File: src/rtl/seq_prefetch.sv
module seq_prefetch #(
  parameter int AW = 26,
  parameter int CW = 16,
  parameter int QD = 2
) (
  input  logic          clk,
  input  logic          rst_n,
  input  logic [1:0]    mode,
  input  logic          acc_valid,
  input  logic [AW-1:0] acc_line,
  input  logic          acc_hit,
  input  logic          acc_pf_tag,
  output logic [AW-1:0] probe_line,
  input  logic          probe_hit,
  output logic          clear_tag,
  output logic          req_valid,
  output logic [AW-1:0] req_line,
  input  logic          req_ready,
  output logic [CW-1:0] cnt_issued,
  output logic [CW-1:0] cnt_dropped,
  output logic [CW-1:0] cnt_useful
);
  localparam int QW = $clog2(QD + 1);
  localparam logic [1:0] M_ALL = 2'd0, M_MISS = 2'd1, M_TAG = 2'd2;

  logic [AW-1:0] q [QD];
  logic [QW-1:0] count;
  logic          trig, at_top, pending, cand, full, push, drop, pop;
  logic [QW-1:0] wr_idx;

  assign probe_line = acc_line + AW'(1);
  assign at_top     = &acc_line;
  assign clear_tag  = acc_valid && acc_hit && acc_pf_tag;

  assign trig = acc_valid && ((mode == M_ALL) ||
                              (mode == M_MISS && !acc_hit) ||
                              (mode == M_TAG && (!acc_hit || acc_pf_tag)));

  always_comb begin
    pending = 1'b0;
    for (int i = 0; i < QD; i++)
      if (QW'(i) < count && q[i] == probe_line) pending = 1'b1;
  end

  assign cand   = trig && !at_top && !probe_hit && !pending;
  assign full   = (count == QW'(QD));
  assign push   = cand && !full;
  assign drop   = cand && full;
  assign pop    = (count != '0) && req_ready;
  assign wr_idx = count - QW'(pop);

  assign req_valid = (count != '0);
  assign req_line  = q[0];

  always_ff @(posedge clk) begin
    if (!rst_n) begin
      count <= '0;
      for (int i = 0; i < QD; i++) q[i] <= '0;
    end else begin
      if (pop)
        for (int i = 0; i < QD - 1; i++) q[i] <= q[i+1];
      if (push)
        for (int i = 0; i < QD; i++)
          if (QW'(i) == wr_idx) q[i] <= probe_line;
      count <= count + QW'(push) - QW'(pop);
    end
  end

  always_ff @(posedge clk) begin
    if (!rst_n) begin
      cnt_issued  <= '0;
      cnt_dropped <= '0;
      cnt_useful  <= '0;
    end else begin
      if (pop && !(&cnt_issued))        cnt_issued  <= cnt_issued + CW'(1);
      if (drop && !(&cnt_dropped))      cnt_dropped <= cnt_dropped + CW'(1);
      if (clear_tag && !(&cnt_useful))  cnt_useful  <= cnt_useful + CW'(1);
    end
  end

  p_no_overflow_r7: assert property (@(posedge clk) disable iff (!rst_n)
    count <= QW'(QD));

  p_req_hold_r8: assert property (@(posedge clk) disable iff (!rst_n)
    (req_valid && !req_ready) |=> (req_valid && $stable(req_line)));

  p_no_wrap_r4: assert property (@(posedge clk) disable iff (!rst_n)
    req_valid |-> (req_line != '0));

  p_drop_when_full_r7: assert property (@(posedge clk) disable iff (!rst_n)
    !$stable(cnt_dropped) |-> $past(count) == QW'(QD));

  p_issue_on_handshake_r10: assert property (@(posedge clk) disable iff (!rst_n)
    !$stable(cnt_issued) |-> $past(req_valid && req_ready));

  generate
    if (QD >= 2) begin : g_distinct
      p_distinct_r6: assert property (@(posedge clk) disable iff (!rst_n)
        (count >= QW'(2)) |-> (q[0] != q[1]));
    end
  endgenerate
endmodule

File: config.mk
export PLATFORM = sky130hd
export DESIGN_NAME = seq_prefetch
export DESIGN_NICKNAME = d
export VERILOG_FILES = /design/src/rtl/seq_prefetch.sv
export SDC_FILE = /design/constraint.sdc
export NUM_CORES = 1
export LEC_CHECK = 0
export CAP_MARGIN = 15
export CORE_ASPECT_RATIO = 0.5
export CORE_UTILIZATION = 25
export DETAILED_ROUTE_END_ITERATION = 6
export HOLD_SLACK_MARGIN = 0.05
export SYNTH_ARGS = -nofsm -noshare
export SYNTH_HDL_FRONTEND = slang
export SYNTH_SLANG_ARGS = --single-unit
File: constraint.sdc
create_clock -name clk -period 5.9 [get_ports clk]
set_input_delay 1.475 -clock clk [delete_from_list [all_inputs] [get_ports clk]]
set_output_delay 1.475 -clock clk [all_outputs]
set_load 0.02 [all_outputs]
# After elaboration in Yosys (flattened, before gate mapping)
# Memories as Yosys holds them, arrays and structs flattened.
# Index checks and enable logic that the tools add are counted.
word_totals:
  reg_bits: 50
  ramBits: 52
  input_bits: 35
  out_inout_bits: 102
  elab_cells: 74
  mem_count: 1
memory_table:
  columns: ["memory", "depth", "width", "rd", "rd_ports_with_merged_regs", "write_ports", "line", "text"]
  rows:
  - ["q", 2, 26, 2, 0, 2, "26", "logic [AW-1:0] q [QD];"]
classes:
  add_sub_neg: 7
  order_cmp: 2
  eq_ne: 6
  muxes: 17
  bitwise: 3
  reduce_logical: 34
op_table:
  columns: ["cell", "count"]
  rows:
  - ["two-way mux 26 bit", 3]
  - ["equality test 26 bit", 2]
  - ["adder 16 x 1 -> 16 bit (second input constant)", 3]
  - ["AND reduction 16 bit", 3]
  - ["adder 26 x 1 -> 26 bit (second input constant)", 1]
  - ["AND reduction 26 bit", 1]
  - ["logical AND 1 bit", 16]
  - ["two-way mux 1 bit", 14]
  - ["zero test 1 bit", 8]
  - ["equality test 2 bit (second input constant)", 2]
  - ["zero test 2 bit", 2]
  - ["< comparator 1 x 2 -> 1 bit (first input constant)", 2]
  - ["subtractor 2 x 1 -> 2 bit", 2]
  - ["logical OR 1 bit", 3]
  - ["OR 1 bit", 3]
  - ["adder 2 x 1 -> 2 bit", 1]
  - ["equality test 1 x 2 -> 1 bit (first input constant)", 1]
  - ["equality test 2 x 1 -> 1 bit (second input constant)", 1]
  - ["nonzero test 2 bit", 1]

# Depth between registers and ports, before layout
depth:
  depth_word: 13
  ltp_mapped: 18
  mapped_depth_nobuf: 15

# Worst setup path after synthesis
# No wires, ideal clock.
synth_path:
  path_type: "input -> register"
  from: "in acc_line[0]"
  to: "mem q[1][0], in the netlist q[0][26], enable pin"
  setup_time_ns: 0.449
  arrival_time_ns: 5.689
  required_time_ns: 5.451
  slack_ns: -0.238
  path_stages: 11
  n_path_buf: 1
  cell_sequence: "ha_1 nand4_1 buf_2 nor4_2 xor2_1 xnor2_1 o211a_1 and4_1 nand2_1 nand3_1 o31ai_1"
synth_lines:
  columns: ["item", "line", "text"]
  rows:
  - ["from (decl)", "10", "input logic [AW-1:0] acc_line,"]
  - ["to (decl)", "26", null]

# Worst setup path after layout
layout_path:
  from: "in acc_line[0]"
  to: "out probe_line[22]"
layout_via:
  elab_chain_len: 1
layout_lines:
  columns: ["item", "line", "text"]
  rows:
  - ["adder 26 x 1 -> 26 bit", "31", "assign probe_line = acc_line + AW'(1);"]
  - ["to (decl)", "13", "output logic [AW-1:0] probe_line,"]
# Every way passes these cells.

==> summary.txt <==
Status
  – Status: finished clean

Floorplan
  – X dimension of the die: 241 um
  – Starting density of the core: 25.6%
  – Vertical extent of the die: 121 um
  – I/O pin count: 137
  – Row count: 43
  – Floorplan core area: 0.0279 mm2
  – Area enclosed by the die boundary: 0.0292 mm2

Synth
  – Synth Instances: 774
  – Cell type with the highest aggregate area in the netlist: sky130_fd_sc_hd__edfxtp_1
  – Post-synthesis register bit count: 102
  – Async set-or-reset flop fraction in the synthesized netlist: 0%
  – Most frequently used flop master after synthesis: sky130_fd_sc_hd__edfxtp_1
  – Cell variety after synth: 72
  – Synth top area share: 21.9%
  – Total of warnings raised by yosys: 0
  – Share of the yosys chip area belonging to registers: 36.0%
  – Top area cells in the synthesized netlist: sky130_fd_sc_hd__edfxtp_1 (22%), sky130_fd_sc_hd__dfxtp_1 (14%), sky130_fd_sc_hd__xnor2_1 (6.4%), sky130_fd_sc_hd__xor2_1 (4.9%), sky130_fd_sc_hd__buf_4 (3.2%)
  – Number of enable-type register cells in the synthesized netlist: 52
  – Combined area of all synthesized cells: 0.00713 mm2
  – Post-Syn Nets: 816
  – Mean area per synthesized cell: 9.21 um2

Clock tree
  – Reg clk slew, reported paths: 0.07 ns
  – CTS H-tree depth: 3
  – Clock latency reported for the late side of the worst-skew pair: 0.36 ns
  – Post-CTS Setup Repair Bufs: 0
  – Maximum root-to-sink buffer count: 2
  – Clock net sink count: 102
  – Clk Tree Root Cell: sky130_fd_sc_hd__clkbuf_16
  – Clock tree from TritonCTS: built
  – Total CTS buffers: 9
  – Post-CTS Hold Buffers: 0
  – Cells resized by post-CTS repair: 0

Timing
  – Share of the clock period used by the worst path: 96.3%
  – Crit path time final: 5.68 ns
  – Fmax achieved: 0.176 GHz
  – Fin Hold WS: 0.493 ns
  – Pin slew with the least headroom to its limit: 0.681 ns
  – Relative slew slack: 54.5%
  – Final Hold Vio Count: 0
  – Max-slew violations: 0
  – Aggregate negative setup slack: 0 ns
  – Setup slack of the critical path after layout: 0.216 ns
  – Worst-case clock skew: 0.00985 ns
  – Number of failing setup endpoints in the final timing report: 0
  – Setup repair after global routing missed its margin: no

Cells and area
  – Layout Cell Area excl Fill: 0.00922 mm2
  – Growth of design area from synthesis to finish: 29.4%
  – Leading cell types in the layout, fill and taps excluded: sky130_fd_sc_hd__clkdlybuf4s50_1 (136), sky130_fd_sc_hd__xnor2_1 (52), sky130_fd_sc_hd__edfxtp_1 (52)
  – Number of antenna cells inserted: 0
  – Count of nets after finishing: 933
  – Most frequent standard cell in the layout excluding fill and tap cells: sky130_fd_sc_hd__clkdlybuf4s50_1
  – Ratio of cells with drive above 1 in the final layout: 11.5%

Critical path
  – Cell-by-cell listing of the critical path: clkdlybuf4s50_1 -> ha_1 -> nand4_1 -> buf_4 -> nor4_2 -> xor2_1 -> clkdlybuf4s50_1
  – Most frequent cell on the critical path: sky130_fd_sc_hd__clkdlybuf4s50_1
  – CP endpoint kind: output pin
  – Data required time of the critical path: 4.43 ns
  – Longest individual stage delay on the worst path: 0.66 ns
  – Type of element launching the critical path: input port
  – Crit-path slowest cell: sky130_fd_sc_hd__clkdlybuf4s50_1
  – Buffers & Inverters on Critical Path: 3
  – Arrival time of data at the critical path endpoint: 4.21 ns
  – Critical path start-end classification: in2out
  – Top delay family on crit path: buffers and inverters
  – Biggest fanout along the worst timing path: 6

Detailed routing
  – Final antenna-violating net count: 0
  – Number of DRC markers in iteration 0: 478
  – Number of detailed-routing iterations run before antenna repair: 5
  – Total via count in the routed design: 6,321
  – Final wirelength: 23,300 um
  – Routed length per placed instance: 18.3 um
  – Vias per cell: 4.95
  – # DRC: 0

Placement
  – Input/output buffers: 136
  – Cell Area, Placed: 0.00895 mm2
  – Last weighted congestion value of the routability-driven placer: 0.944
  – DP Worst Slack: 0.244 ns
  – Detailed placer's ending HPWL: 17,300 um

Power
  – Max rail drop VDD: 0.125 mV
  – Leakage dissipation: 3.09 nW
  – Pwr Total: 2.28 mW
  – Areal power density over the cells: 247 mW/mm2

Run
  – Max cap viols: 0

Global routing
  – Pin count of the biggest net entering global routing: 89
  – Via count of the first global-routing pass: 6,240
  – Wire length of the first global-routing pass: 35,800 um
  – Grt ovf: 0
  – Combined global-route utilization of all metal layers: 16.0%
  – Number of antenna violations at the first check in global routing: 1

Hold path
  – Type of the most critical hold path: reg2reg
## state kept, by name, indices dropped and copies added, names as in the netlist
register,count
q,52
cnt_dropped,16
cnt_issued,16
cnt_useful,16
count,2
## metal layers
layer / track usage (%) / vias up / wire (um) / share of wire (%)
met4: 4.59 / 2 / 339 / 1.5
met2: 26.9 / 158 / 11200 / 48
met3: 3.46 / 18 / 1250 / 5.4
met1: 20.7 / 3090 / 10600 / 45
li1: - / 3053 / - / -
met5: 0 / - / 13 / 0.056
## synth_stat cells, types with 16 or more instances
| cell type | count |
|---|---|
| sky130_fd_sc_hd__xnor2_1 | 52 |
| sky130_fd_sc_hd__nand3_1 | 39 |
| sky130_fd_sc_hd__edfxtp_1 | 52 |
| sky130_fd_sc_hd__buf_2 | 19 |
| sky130_fd_sc_hd__dfxtp_1 | 50 |
| sky130_fd_sc_hd__nor3b_1 | 26 |
| sky130_fd_sc_hd__xor2_1 | 40 |
| sky130_fd_sc_hd__nand2_1 | 48 |
| sky130_fd_sc_hd__clkbuf_1 | 24 |
| sky130_fd_sc_hd__buf_4 | 30 |
| sky130_fd_sc_hd__nor4_1 | 22 |
| sky130_fd_sc_hd__inv_1 | 24 |
| sky130_fd_sc_hd__nand4_1 | 32 |
| sky130_fd_sc_hd__nor3_1 | 35 |
| sky130_fd_sc_hd__a21oi_1 | 42 |
| sky130_fd_sc_hd__o21ai_0 | 16 |
| sky130_fd_sc_hd__nor2_1 | 38 |
## final cells by class
cell class / count / area [um2]
fillers: 2898 / 18600
inverters: 25 / 93.8
well taps: 382 / 478
multi-input cells: 571 / 4070
repair buffers: 182 / 1740
clock inverters: 7 / 47.5
clock buffers: 9 / 225
flip-flops and latches: 102 / 2560
## worst min-delay path: stages (launching register included)
cell and delay, ns:
sky130_fd_sc_hd__dfxtp_1 0.33, sky130_fd_sc_hd__nand2_1 0.06, sky130_fd_sc_hd__mux2i_1 0.06
## stage by stage
step	util (%)	instances
CTS	33.1	1278
detailed placement	32.1	1262
global route	33.1	1278
finish	33.1	1278
global placement	32.1	1262
floorplan	-	774
## power by group
group / switching (mW) / internal [mW]
clock network: 0.291 / 0.287
logic: 0.474 / 0.326
registers: 0.0709 / 0.832
## final timing paths
check / to / startpoint / slack, ns / cells after the start
hold reg to reg: cnt_dropped[11] / cnt_dropped[11] / 0.49 / 2
hold / removal: cnt_dropped[11] / cnt_dropped[11] / 0.49 / 2
setup reg to reg: count[1] / count[1] / 2.46 / 14
setup / recovery: probe_line[22] / acc_line[0] / 0.22 / 7
## kinds of logic after synthesis
logic type,share of synthesized area [%]
adders and majority gates,1.23
and+or+nand+nor,27.8
muxes,1.69
xor gates and xnor gates,14.9
AOI/OAI and AO/OA,11.2
DFF,36.0
buffers and inverters,7.25
(Power assumes the default switching activity.)
